### src/rtl/lin_interp_pkg.sv
package lin_interp_pkg;

    // Sequencer states: history priming, then alternating input-pair halves
    typedef enum logic [1:0] {
        ST_FILL  = 2'd0,
        ST_PAIR0 = 2'd1,
        ST_PAIR1 = 2'd2
    } seq_state_e;

endpackage

### src/rtl/lin_interp_hist.sv
module lin_interp_hist #(
    parameter int SAMP_W = 12,
    parameter int DEPTH  = 8,
    parameter int SEL_W  = 3
) (
    input  logic                     clk,
    input  logic                     rst_n,
    input  logic                     push,
    input  logic signed [SAMP_W-1:0] din,
    input  logic [SEL_W-1:0]         sel,
    output logic signed [SAMP_W-1:0] tap_new,
    output logic signed [SAMP_W-1:0] tap_old
);

    logic signed [SAMP_W-1:0] hreg [DEPTH];

    // Shift line: slot 0 holds the most recent sample
    for (genvar g = 0; g < DEPTH; g++) begin : g_slot
        if (g == 0) begin : g_head
            always_ff @(posedge clk) begin
                if (!rst_n)
                    hreg[0] <= '0;
                else if (push)
                    hreg[0] <= din;
            end
        end else begin : g_body
            always_ff @(posedge clk) begin
                if (!rst_n)
                    hreg[g] <= '0;
                else if (push)
                    hreg[g] <= hreg[g-1];
            end
        end
    end

    logic [SEL_W-1:0] sel_old;
    assign sel_old = sel + SEL_W'(1);

    assign tap_new = hreg[sel];
    assign tap_old = hreg[sel_old];

endmodule

### src/rtl/lin_interp_blend.sv
module lin_interp_blend #(
    parameter int SAMP_W = 12,
    parameter int FRAC_W = 8
) (
    input  logic signed [SAMP_W-1:0] x_old,
    input  logic signed [SAMP_W-1:0] x_new,
    input  logic [FRAC_W-1:0]        mu,
    output logic signed [SAMP_W-1:0] y
);

    localparam int PW = SAMP_W + FRAC_W + 2;

    logic signed [SAMP_W:0]   diff;
    logic signed [FRAC_W:0]   mu_s;
    logic signed [PW-1:0]     prod;
    logic signed [PW-1:0]     prod_r;
    logic signed [SAMP_W+1:0] step;
    logic signed [SAMP_W+1:0] sum;

    always_comb begin
        diff   = {x_new[SAMP_W-1], x_new} - {x_old[SAMP_W-1], x_old};
        mu_s   = {1'b0, mu};
        prod   = PW'(diff * mu_s);
        // round half up, then floor shift
        prod_r = prod + $signed({{(SAMP_W+2){1'b0}}, 1'b1, {(FRAC_W-1){1'b0}}});
        step   = prod_r[PW-1:FRAC_W];
        sum    = {{2{x_old[SAMP_W-1]}}, x_old} + step;
        y      = sum[SAMP_W-1:0];
    end

endmodule

### src/rtl/lin_interp_seq.sv
module lin_interp_seq
    import lin_interp_pkg::*;
#(
    parameter int HIST_LEN = 8,
    parameter int EPOCHS   = 8,
    parameter int DLY_W    = 3,
    parameter int FRAC_W   = 8
) (
    input  logic              clk,
    input  logic              rst_n,
    input  logic              in_valid,
    input  logic [DLY_W-1:0]  dly_in,
    input  logic [FRAC_W-1:0] frac_in,
    output logic              fire_q,
    output logic              late_q,
    output logic [DLY_W-1:0]  dly_q,
    output logic [FRAC_W-1:0] frac_q
);

    localparam int FCW = (HIST_LEN > 1) ? $clog2(HIST_LEN) : 1;
    localparam int NW  = $clog2(EPOCHS);
    localparam logic [DLY_W-1:0] DMAX = DLY_W'(HIST_LEN - 2);

    seq_state_e        state, state_nx;
    logic [FCW-1:0]    fill_cnt;
    logic [NW-1:0]     epoch;
    logic              fire;
    logic [DLY_W-1:0]  dly_clamp;

    assign fire      = (state == ST_PAIR1) && in_valid;
    assign dly_clamp = (dly_in > DMAX) ? DMAX : dly_in;

    // state register
    always_ff @(posedge clk) begin
        if (!rst_n)
            state <= ST_FILL;
        else
            state <= state_nx;
    end

    always_comb begin
        state_nx = state;
        unique case (state)
            ST_FILL:  if (in_valid && fill_cnt == FCW'(HIST_LEN - 1)) state_nx = ST_PAIR0;
            ST_PAIR0: if (in_valid) state_nx = ST_PAIR1;
            ST_PAIR1: if (in_valid) state_nx = ST_PAIR0;
            default:  state_nx = ST_FILL;
        endcase
    end

    // outputs, counters and timing word capture
    always_ff @(posedge clk) begin
        if (!rst_n) begin
            fill_cnt <= '0;
            epoch    <= '0;
            fire_q   <= 1'b0;
            late_q   <= 1'b0;
            dly_q    <= '0;
            frac_q   <= '0;
        end else begin
            fire_q <= fire;
            if (state == ST_FILL && in_valid)
                fill_cnt <= fill_cnt + FCW'(1);
            if (fire) begin
                late_q <= epoch[0];
                if (epoch == '0) begin
                    dly_q  <= dly_clamp;
                    frac_q <= frac_in;
                end
                epoch <= (epoch == NW'(EPOCHS - 1)) ? '0 : epoch + NW'(1);
            end
        end
    end

endmodule

### src/rtl/lin_interp.sv
module lin_interp #(
    parameter int SAMP_W        = 12,
    parameter int FRAC_W        = 8,
    parameter int HIST_LEN      = 8,
    parameter int CHIPS_PER_SYM = 4,
    localparam int DLY_W        = $clog2(HIST_LEN),
    localparam int EPOCHS       = 2 * CHIPS_PER_SYM
) (
    input  logic                     clk,
    input  logic                     rst_n,
    input  logic                     in_valid,
    input  logic signed [SAMP_W-1:0] in_data,
    input  logic [DLY_W-1:0]         dly_int,
    input  logic [FRAC_W-1:0]        dly_frac,
    output logic                     prm_valid,
    output logic signed [SAMP_W-1:0] prm_data,
    output logic                     el_valid,
    output logic signed [SAMP_W-1:0] el_data
);

    logic                     fire_q;
    logic                     late_q;
    logic [DLY_W-1:0]         dly_q;
    logic [FRAC_W-1:0]        frac_q;
    logic signed [SAMP_W-1:0] tap_new;
    logic signed [SAMP_W-1:0] tap_old;
    logic signed [SAMP_W-1:0] y;

    lin_interp_seq #(
        .HIST_LEN (HIST_LEN),
        .EPOCHS   (EPOCHS),
        .DLY_W    (DLY_W),
        .FRAC_W   (FRAC_W)
    ) u_seq (
        .clk      (clk),
        .rst_n    (rst_n),
        .in_valid (in_valid),
        .dly_in   (dly_int),
        .frac_in  (dly_frac),
        .fire_q   (fire_q),
        .late_q   (late_q),
        .dly_q    (dly_q),
        .frac_q   (frac_q)
    );

    lin_interp_hist #(
        .SAMP_W (SAMP_W),
        .DEPTH  (HIST_LEN),
        .SEL_W  (DLY_W)
    ) u_hist (
        .clk     (clk),
        .rst_n   (rst_n),
        .push    (in_valid),
        .din     (in_data),
        .sel     (dly_q),
        .tap_new (tap_new),
        .tap_old (tap_old)
    );

    lin_interp_blend #(
        .SAMP_W (SAMP_W),
        .FRAC_W (FRAC_W)
    ) u_blend (
        .x_old (tap_old),
        .x_new (tap_new),
        .mu    (frac_q),
        .y     (y)
    );

    // Stream split register
    always_ff @(posedge clk) begin
        if (!rst_n) begin
            prm_valid <= 1'b0;
            el_valid  <= 1'b0;
            prm_data  <= '0;
            el_data   <= '0;
        end else begin
            prm_valid <= fire_q && !late_q;
            el_valid  <= fire_q && late_q;
            if (fire_q && !late_q)
                prm_data <= y;
            if (fire_q && late_q)
                el_data <= y;
        end
    end

endmodule

### config.mk
export PLATFORM = sky130hd
export DESIGN_NAME = lin_interp
export DESIGN_NICKNAME = d
export VERILOG_FILES = /design/src/rtl/lin_interp_pkg.sv /design/src/rtl/lin_interp_hist.sv /design/src/rtl/lin_interp_blend.sv /design/src/rtl/lin_interp_seq.sv /design/src/rtl/lin_interp.sv
export SDC_FILE = /design/constraint.sdc
export NUM_CORES = 1
export LEC_CHECK = 0
export ABC_AREA = 1
export ABC_CLOCK_PERIOD_IN_PS = 11200
export CORE_UTILIZATION = 45
export DETAILED_ROUTE_END_ITERATION = 6
export GPL_TIMING_DRIVEN = 0
export PLACE_DENSITY = 0.73
export SLEW_MARGIN = 20
export SYNTH_ARGS = -nofsm -noshare
export SYNTH_HDL_FRONTEND = slang
export SYNTH_SLANG_ARGS = --single-unit
### constraint.sdc
create_clock -name clk -period 11.2 [get_ports clk]
set_clock_uncertainty 0.2 [all_clocks]
set_input_delay 2.24 -clock clk [delete_from_list [all_inputs] [get_ports clk]]
set_output_delay 2.24 -clock clk [all_outputs]
set_load 0.02 [all_outputs]
Word level (Yosys, flattened, before mapping):

Memory sizes are Yosys's and may differ from the RTL's. A register that Yosys moved wholly into a read port is not among the register bits.
Cells that the tools add are included.

* output and inout bits: 26
* register bits after elaboration: 47
* input port bits: 26
* memories: 1
* RAM bits: 96

* magnitude comparators: 1
* muxes and demuxes: 20
* equality and inequality tests: 7
* reductions and logical operators: 10
* add/subtract/negate cells: 6
* bitwise logic cells: 8
* multipliers: 1

Memory list
* u_hist.hreg: words 8, bits a word 12, rd ports 9, clocked after memory_dff 1, wr ports 8, line lin_interp_hist.sv:15 `logic signed [SAMP_W-1:0] hreg [DEPTH];`

Operators with widths (number)
* 12-bit 2-to-1 mux: 8
* 20-bit by 9-bit adder with 20-bit output (second input constant): 1
* 13-bit by 9-bit multiplier with 20-bit output: 1
* 12-bit by 12-bit subtractor with 13-bit output: 1
* 12-bit adder: 1
* 3-bit 2-to-1 mux: 4
* 3-bit by 1-bit adder with 3-bit output (second input constant): 3
* 1-bit bitwise OR: 8
* 3-bit equality test (second input constant): 2
* 2-bit 2-to-1 mux: 3
* 2-bit one-hot mux with 3 select lines: 1
* 1-bit logical AND: 5
* 1-bit 2-to-1 mux: 4
* 2-bit != test (second input constant): 2
* 3-bit > comparator (second input constant): 1
* 3-bit logical NOT: 1
* 3-bit AND reduction: 1
* 2-bit by 1-bit equality test with 1-bit output (second input constant): 1
* 2-bit equality test (second input constant): 1
* 2-bit logical NOT: 1
* 2-bit by 1-bit != test with 1-bit output (second input constant): 1
* 2-bit AND reduction: 1
* 1-bit logical NOT: 1

Logic depth before layout (Yosys ltp):

Gate-level depths: netlist of the first run.
An unclocked memory read counts as a cell.

* depth in word-level cells: 6
* gate-level depth with buffers: 55
* gate-level depth less buffers: 53

Cells and area by module:

From an unflattened synthesis of the first run, not the netlist that was laid out.

* cells, all modules: 1673
* area, all modules: 12384.4 um^2

Modules (own cells, without submodules)
* lin_interp_hist: cells an instance 763, times used 1, area an instance 5587.9 um^2
* lin_interp_blend: cells an instance 633, times used 1, area an instance 4704.5 um^2
* lin_interp: cells an instance 139, times used 1, area an instance 1112.3 um^2
* lin_interp_seq: cells an instance 138, times used 1, area an instance 979.7 um^2

Least setup slack after synthesis of the first run:

No wires, ideal clock.

* kind: flip-flop to flip-flop
* from: reg u_seq.dly_q[0]
* to: reg el_data[11]
* buffers on the path: 2
* slack: 3.012 ns
* cell stages (with the launch flop): 43
* arrival: 7.879 ns
* library setup time: 0.109 ns
* cell sequence: dfxtp_1 > ha_1 > buf_2 > inv_1 > clkbuf_1 > a21oi_1 > a221oi_1 > a31oi_1 > ha_1 > fa_1 > o21ai_4 > xor2_1 > nand2_1 > fa_1 > inv_1 > fa_1 > inv_1 > fa_1 > (+7 left out) > nand2_2 > nand3_1 > nand2_1 > nand2_1 > nand2_1 > xor2_1 > ha_1 > nand2_1 > o21ai_0 > inv_1 > o211ai_1 > nor2_1 > nand3_1 > nand2_1 > nand2_1 > nand3_1 > nand2_1 > inv_1

* word-level cells in the longest chain between the ends: 6

RTL lines
* from (decl): line lin_interp_seq.sv:16 `output logic [DLY_W-1:0] dly_q,`
* from (signal assigned): line lin_interp_seq.sv:67 `dly_q <= dly_clamp;`
* 3-bit by 1-bit adder with 3-bit output *: line lin_interp_hist.sv:37 `assign sel_old = sel + SEL_W'(1);`
* memory 8 x 12 bit *
* 12-bit by 12-bit subtractor with 13-bit output: line lin_interp_blend.sv:21 `diff = {x_new[SAMP_W-1], x_new} - {x_old[SAMP_W-1], x_old};`
* 13-bit by 9-bit multiplier with 20-bit output: line lin_interp_blend.sv:23 `prod = PW'(diff * mu_s);`
* 20-bit by 9-bit adder with 20-bit output: line lin_interp_blend.sv:25 `prod_r = prod + $signed({{(SAMP_W+2){1'b0}}, 1'b1, {(FRAC_W-1){1'b0}}});`
* 12-bit adder *: line lin_interp_blend.sv:27 `sum = {{2{x_old[SAMP_W-1]}}, x_old} + step;`
* to (signal assigned): line lin_interp.sv:83 `el_data <= y;`
* to (decl): line lin_interp.sv:18 `output logic signed [SAMP_W-1:0] el_data`

Mark *: on every way between the ends. The rest lies on a longest branch, timed or not.
A chain may end at the register's enable or synchronous reset.

Final worst setup path of the first run:

Same ends and word-level chain as after synthesis.

==> results, run 1 <==
- Adding up every negative setup slack in the final design gives 0 ps.
- After global routing the overflow that remains totals 0.
- In this design, the stage delay of the slowest critical-path cell is 570 ps.
- The maximum level of the CTS H-tree is 4.
- The initial core utilization is 45.9%.
- The die covers 26300 µm².
- The maximum VDD drop is 100 µV.
- The most frequent cell after synthesis is sky130_fd_sc_hd__inv_1.
- The critical path contains buffers and inverters numbering 8 combined.
- Summing the areas of all fa, ha and maj instances in the mapped netlist gives 22.3% of the synthesized area.
- CTS placed an instance of sky130_fd_sc_hd__clkbuf_16 at the clock tree root.
- The cell taking the most area after synthesis is sky130_fd_sc_hd__edfxtp_1.
- The clock transition at the register clock pins on the worst setup and hold paths after CTS is 70 ps.
- The number of buffers inserted by hold repair at cts is 0.
- By count the netlist is led by sky130_fd_sc_hd__inv_1 (280), sky130_fd_sc_hd__nor2_1 (234), sky130_fd_sc_hd__nand2_1 (188).
- The instance count of the mapped netlist is 1454.
- Sequential elements use 33.6% of the synthesized area.
- Net switching is 33.9% of the power.
- The post-route netlist has 4.88% of its cells at a drive strength greater than 1.
- The first global-routing pass estimated 48300 µm of wire.
- In this run, the clock network consumes 36.9% of the power.
- The internal power is 0.00104 W.
- From left edge to right edge, the die measures 162 µm.
- The maximum number of pins on one net before global-route repair is 57.
- In the synthesized netlist the async set-or-reset flop fraction comes to 0%.
- The post-layout minimum cycle time is 9580 ps.
- The transition time of the tightest slew-check pin is 998 ps.
- The combinational family with the most area after synthesis is adder cells.
- Yosys mapped the design onto 42 distinct sky130hd cell types.
- The post-CTS setup-driven buffer insertion count is 0.
- The vertical die dimension is 162 µm.
- Setup repair after global routing left no endpoint under its margin.
- Yosys attributes the largest share of cell area to sky130_fd_sc_hd__edfxtp_1 (25%), sky130_fd_sc_hd__fa_1 (14%), sky130_fd_sc_hd__inv_1 (9.1%).
- The detail route stage leaves a number of antenna-violating nets equal to 0.
- From synthesis to final layout, the design area changed by 13.4%.
- The number of optimization iterations in the first detailed-route pass is 6.
- The simple-gate share of the synthesized area is 16.4%.
- The clock insertion delay at the later pin of the skew report is 430 ps.
- The summed instance area of the synthesized netlist is 11600 µm².
- The class of the tightest hold or removal check is reg2reg.
- Measured against the total synthesized area, the mux share comes to 0%.
- At the end of the flow the core is filled with cells to 52.0%.
- The mean post-synth cell area is 7.95 µm².
- The initial antenna violation count was 0.
- The site row count is 58.
- In this run, flip-flops and latches consume 39.0% of the power.
- The number of vias per cell after detailed routing is 5.29.
- The cell repeated most along the worst path is sky130_fd_sc_hd__nand2_1.
- The average detailed-routed wire length per instance is 15.6 µm.
- The count of buffers added on input and output ports is 51.
- The post-detailed-placement half-perimeter wirelength is 23200 µm.
- Summing all placed instances gives a cell area of 12500 µm².
- The area of the core region is 25200 µm².
- The worst-path cell with the longest stage delay is sky130_fd_sc_hd__fa_1.
- The layout has 2353 filler cells.
- The required arrival time at the worst endpoint is 11340 ps.
- The part of the total power dissipated in combinational logic is 24.1%.
- The number of enable flip-flop cells after synthesis is 96.
- The leading register cell type out of synthesis is sky130_fd_sc_hd__edfxtp_1.
- For this run, the top clock speed supported by timing is 0.104 GHz.
- The global router's overall resource usage is 23.4%.
- The hold violation count in the final report is 0.
- The via count of the first global-routing pass came to 9914.
- Post-CTS repair changed the size of 0 cells.
- The top cell type's share of synthesized area is 24.9%.
- The family with the most delay on the worst path is adder cells.
- Summing the areas of all compound-gate instances in the mapped netlist gives 14.3% of the synthesized area.
- The run finished with clean final reports.
- 0 antenna diodes ended up in the layout.
- In this run the worst path has a maximum fanout of 10.
- For this run, design rule violations remaining after detail routing come to 0.
- The sink count of the clock tree is 146.
- In this run, CTS created clock tree buffers numbering 17.
- The critical path endpoint category is a flip-flop.
- In this run the tightest slew margin relative to its limit is 32.8%.
- The reported net switching power is 0.000533 W.
- The tool flagged a number of max-cap violations equal to 0.
- Counting every net in the synthesized netlist gives 1637.
- The number of placed I/O pins is 52.
- The synthesized netlist devotes 1.96% of its cell area to XOR and XNOR gates.
- The total count of max-transition violations in the final report is 0.
- The startpoint class of the critical path is a flip-flop.
- Setup violations remaining at the end of the flow were counted as 0.
- The critical path class is reg2reg.
- The synthesized design contains 146 register bits.
- The standby leakage power is 6.25 nW.
- The final layout contains 1708 nets.
- The clock tree from TritonCTS is built.
- The number of buffers on the longest clock path is 2.
- Wires add up to 29100 µm.
- Summing all non-filler instances in the final layout gives an area of 13100 µm².
- The power density over cell area is 120 nW/µm².
- For this run, the number of Yosys warnings is 0.
- The number of vias after detailed routing is 9881.
- The number of DRC markers in iteration 0 is 1024.
- The critical path arrival is 9710 ps.
- At the end of routability-driven placement, the weighted congestion stood at 0.898.
- The final critical-path share of the clock period is 85.5%.
## cell usage in the layout, fill, tap and decap left out, drive strengths merged, types with 11 or more instances in the layout
| cell | Yosys | layout |
|---|---|---|
| fa | 81 | 81 |
| ha | 76 | 76 |
| nand2 | 196 | 196 |
| clkdlybuf4s50 | 0 | 51 |
| o21ai | 148 | 148 |
| buf | 12 | 13 |
| xor2 | 16 | 16 |
| edfxtp | 96 | 96 |
| nor2 | 236 | 236 |
| dfxtp | 50 | 50 |
| a21oi | 116 | 116 |
| inv | 285 | 294 |
| clkbuf | 47 | 64 |
| a221oi | 11 | 11 |
| nand3 | 22 | 22 |
| a31oi | 14 | 14 |
## flip-flops by register name, indices dropped and copies added, names as in the netlist, named ones only
register        count
el_valid            1
u_seq.fill_cnt      3
u_seq.state         2
el_data            12
prm_data           12
u_seq.late_q        1
u_hist.hreg        96
u_seq.dly_q         3
u_seq.frac_q        8
u_seq.fire_q        1
prm_valid           1
u_seq.epoch         3
## layer usage
| metal | vias to the layer above | global-route usage [%] | part of all wire [%] |
|---|---|---|---|
| met5 | - | 0 | 0 |
| met4 | 0 | 8.62 | 3.1 |
| met3 | 74 | 3.83 | 6.5 |
| met2 | 367 | 40.4 | 49 |
| met1 | 4679 | 29.2 | 41 |
| li1 | 4761 | - | - |
## worst paths after layout
kind	cells past startpoint	from	end	slack, ps
worst max-delay path	41	u_seq.dly_q[0]$_SDFFE_PN0P_	el_data[11]$_SDFFE_PN0P_	1620
worst min-delay path	2	u_seq.fill_cnt[0]$_SDFFE_PN0P_	u_seq.fill_cnt[0]$_SDFFE_PN0P_	280
worst max register to register	41	u_seq.dly_q[0]$_SDFFE_PN0P_	el_data[11]$_SDFFE_PN0P_	1620
worst min register to register	2	u_seq.fill_cnt[0]$_SDFFE_PN0P_	u_seq.fill_cnt[0]$_SDFFE_PN0P_	280
## cell type report
type / count / area, µm² / share of cell area, %
Clock buffer: 17 / 425 / 3.25
Buffer: 59 / 245 / 1.87
Sequential cell: 146 / 3880 / 29.6
Tap cell: 330 / 413 / 3.15
Timing Repair Buffer: 52 / 538 / 4.11
Clock inverter: 15 / 165 / 1.26
Inverter: 289 / 1090 / 8.30
Multi-Input combinational cell: 960 / 6350 / 48.4
## power groups by stage
stage                     Sequential, W  Clock, W  Combinational, W
after floorplan                0.000622         0          0.000264
after global placement         0.000625         0          0.000365
after detailed placement       0.000624         0          0.000374
after CTS                      0.000612  0.000581          0.000377
after global routing           0.000616  0.000601          0.000427
final                          0.000613  0.000580          0.000379
## worst min-delay path: stages (launching register included)
cell,delay (ps)
sky130_fd_sc_hd__dfxtp_1,320
sky130_fd_sc_hd__inv_1,60
sky130_fd_sc_hd__a21oi_1,50
## logic make-up (layout without fill, tap and decap cells)
| kind of cell | count (synthesis) | after routing |
|---|---|---|
| buffers and inverters | 348 | 432 |
| XOR/XNOR | 25 | 25 |
| flip-flops | 146 | 146 |
| AND/OR/NAND/NOR | 475 | 475 |
| AO/OA/AOI/OAI | 303 | 303 |
| adder cells (fa/ha/maj) | 157 | 157 |
## through the flow
step                      std cells  power, W  hold WS (ps)  setup slack (ps)
final                          1868   0.00157           279              1620
after detailed placement       1836  0.000998           268              1680
after CTS                      1868   0.00157           279              1670
after floorplan                1454  0.000887           243              3010
after global placement         1835  0.000990           259              1820
after global routing           1868   0.00164           313               773
No activity file was read; power rests on OpenSTA's default activity.
==> run 2: changes to the inputs <==
--- a/config.mk
+++ b/config.mk
@@ -10,7 +10,6 @@
 export CORE_UTILIZATION = 45
 export DETAILED_ROUTE_END_ITERATION = 6
 export GPL_TIMING_DRIVEN = 0
-export PLACE_DENSITY = 0.73
 export SLEW_MARGIN = 20
 export SYNTH_ARGS = -nofsm -noshare
 export SYNTH_HDL_FRONTEND = slang
==> run 2 against run 1 <==
Count of clock-buffer cells in the layout up 4. Via count is 1.9% lower. Final area barely moved. Non-clock buffer count rose by 1. Hold slack worse by 4.3 ps. Combinational power grew 2%. Die area unchanged. Sequential share of layout area barely moved. Clock power about the same. Sequential power is essentially flat. Register-to-register slack worse by 20 ps. Core utilization barely moved. Critical path type unchanged. Largest power group unchanged.
==> results, run 2 (synthesis gave the netlist of run 1 again) <==
- The flip-flop count of the largest register after layout is 96 (unchanged).
- The critical path arrival is 9720 ps (about the same).
- The power consumption was 0.00158 W (+0.46%).
- The register ranked first by flip-flop count is u_hist.hreg.
- The final non-filler cell total is 1869 (+0.054%).
- Counting stages on the worst path, the most repeated cell is sky130_fd_sc_hd__nand2_1.
- The initial core utilization was 45.9% (unchanged).
- The number of optimization iterations in the first detailed-route pass is 5 (-1).
- The clock transition at the register clock pins on the worst setup and hold paths after CTS is 70 ps (about the same).
- The number of buffers on the longest clock path is 2 (unchanged).
- The TritonCTS buffer count is 17 (unchanged).
- The area occupied by multi-input gates came to 6350 µm² (unchanged).
- The final net count is 1709 (+0.059%).
- The number of DRC markers in iteration 0 came to 947 (-7.5%).
- The area enclosed by the die boundary was 26300 µm² (unchanged).
- The total instance count after detailed placement is 1837 (+0.054%).
- The startpoint identified for the worst register-to-register timing path is u_seq.dly_q[0]$_SDFFE_PN0P_.
- The most critical setup path has its startpoint at u_seq.dly_q[0]$_SDFFE_PN0P_.
- The area of the core region is 25200 µm² (unchanged).
- The maximum level of the CTS H-tree was 4 (unchanged).
- The worst setup path is captured at a flip-flop.
- The count of cells resized by post-cts repair was 0 (unchanged).
- Leaving out fill and tap cells, the most frequent cell in the layout is sky130_fd_sc_hd__inv_1.
- The number of buffers inserted by hold repair at cts is 0 (unchanged).
- The number of fill cells is 2442 (+3.8%).
- The site row count is 58 (unchanged).
- The final critical-path share of the clock period is 85.7% (+0.19 points).
- The clock insertion delay at the later pin of the skew report is 430 ps (about the same).
- The area used by sequential logic in the layout is 3880 µm² (unchanged).
- The total wire length is 31000 µm (+6.4%).
- The horizontal die dimension was 162 µm (unchanged).
- The number of placed I/O pins was 52 (unchanged).
- The total count of max-transition violations in the final report came to 0 (unchanged).
- The worst hold path begins at u_seq.fill_cnt[0]$_SDFFE_PN0P_.
- Setup repair after global routing left no endpoint under its margin.
- The average detailed-routed wire length per instance is 16.6 µm (+6.3%).
- The number of vias after detailed routing came to 9693 (-1.9%).
- The maximum operating frequency is 0.104 GHz (-0.23%).
- The initial antenna violation count is 0 (unchanged).
- The run finished with clean final reports.
- The post-detailed-placement half-perimeter wirelength came to 24400 µm (+5.3%).
- The standby leakage power was 6.26 nW (+0.11%).
- In this run the clock root is driven by a sky130_fd_sc_hd__clkbuf_16.
- The vertical die dimension is 162 µm (unchanged).
- The reported max-cap violation count is 0 (unchanged).
- The sink count of the clock tree was 146 (unchanged).
- The via count of the first global-routing pass is 9432 (-4.9%).
- The area added between synthesis and finish is 13.4% (about the same).
- The worst path setup slack after routing is 1600 ps (-21.7 ps).
- The post-placement setup slack is 1710 ps (+25.2 ps).
- The maximum number of pins on one net before global-route repair is 38 (-33%).
- The final antenna-violating net count is 0 (unchanged).
- The hold violation count in the final report was 0 (unchanged).
- The largest fanout on the critical path is 10 (unchanged).
- The required arrival time at the worst endpoint was 11330 ps (about the same).
- In the final layout, the registers with the most flip-flops are u_hist.hreg x96, el_data x12, prm_data x12.
- The post-layout minimum cycle time was 9600 ps (+21.7 ps).
- The global-route wire length before repair was 49900 µm (+3.1%).
- The maximum single-stage delay on the critical path was 570 ps (about the same).
- The DRC violation count after routing is 0 (unchanged).
- The maximum VDD drop came to 84.9 µV (-15%).
- The number of vias per cell after detailed routing is 5.19 (-2.0%).
- The utilization of the core after routing is 52.0% (about the same).
- The power density over cell area is 120 nW/µm² (+0.44%).
- The worst hold path belongs to the class reg2reg.
- The transition time of the tightest slew-check pin was 916 ps (-82.2 ps).
- The count of final setup violators is 0 (unchanged).
- The global router's overall resource usage is 24.8% (+1.4 points).
- The max-slew headroom at the worst pin is 38.3% (+5.5 points).
- The post-CTS setup-driven buffer insertion count came to 0 (unchanged).
- STA classifies the critical path startpoint as a flip-flop.
- The final antenna diode count is 0 (unchanged).
- The fraction of final layout cells with drive strength greater than 1 was 4.87% (about the same).
- TritonCTS built the clock tree.
- The count of buffers from port buffering is 51 (unchanged).
- The critical path class is reg2reg.
- In the layout the commonest cells are sky130_fd_sc_hd__inv_1 (280), sky130_fd_sc_hd__nor2_1 (234), sky130_fd_sc_hd__nand2_1 (187).
- The final weighted congestion in routability-driven placement is 0.930 (+3.7%).
- The worst-path cell with the longest stage delay is sky130_fd_sc_hd__fa_1.
- The remaining global-route overflow is 0 (unchanged).
- The final-layout setup total negative slack came to 0 ps (unchanged).
==> run 2: cell count changes in the layout (fill, tap and decap cells not counted), sizes merged <==
cell / change
clkinvlp: -1
clkinv: +1
bufinv: -1
clkbuf: +4
buf: +1
inv: -3
==> run 2: area by class of cell <==
type	count	share of cell area (%)
multi-input cells	960	48.4
flip-flops and latches	146	29.6
well taps	330	3.15
plain buffers	59	1.87
clock buffers	21	3.76
inverters	289	8.30
repair buffers	53	4.20
clock inverters	11	0.668
==> run 2: path summary, 6_finish.rpt <==
path	to	slack, ps	cells past startpoint
max	el_data[11]$_SDFFE_PN0P_	1600	45
min	u_seq.fill_cnt[0]$_SDFFE_PN0P_	270	2
max reg2reg	el_data[11]$_SDFFE_PN0P_	1600	45
min reg2reg	u_seq.fill_cnt[0]$_SDFFE_PN0P_	270	2
==> run 2: critical path: cells and delay by family, from the launching register on <==
| kind | cells | cell delay, ps |
|---|---|---|
| adders and majority gates | 10 | 4290 |
| xor gates and xnor gates | 1 | 450 |
| and+or+nand+nor | 20 | 1940 |
| AOI/OAI and AO/OA | 6 | 1250 |
| DFF | 1 | 330 |
| buffers and inverters | 8 | 1040 |
==> run 2: layer usage <==
| layer | track usage, % | up-vias | routed length (µm) |
|---|---|---|---|
| met1 | 32.7 | 4561 | 13600 |
| li1 | - | 4764 | - |
| met4 | 10.6 | 0 | 1010 |
| met2 | 41.1 | 305 | 14700 |
| met5 | 0 | - | 0 |
| met3 | 2.94 | 63 | 1630 |
==> run 2: where the power goes <==
part,internal [W],switching [W]
sequential,0.000600,0.0000127
combinational,0.000122,0.000265
clock,0.000321,0.000258
==> run 2: stage by stage <==
step	area, µm²	hold slack, ps
after floorplan	11600	243
after global placement	12500	258
after detailed placement	12500	270
after CTS	13100	279
after global routing	13100	288
final	13100	275
==> run 3: changes to the inputs <==
--- a/config.mk
+++ b/config.mk
@@ -10,6 +10,7 @@
 export CORE_UTILIZATION = 45
 export DETAILED_ROUTE_END_ITERATION = 6
 export GPL_TIMING_DRIVEN = 0
+export SKIP_LAST_GASP = 1
 export SLEW_MARGIN = 20
 export SYNTH_ARGS = -nofsm -noshare
 export SYNTH_HDL_FRONTEND = slang
==> results of run 3 <==
Final layout, timing and power as in run 2 (identical DEF).
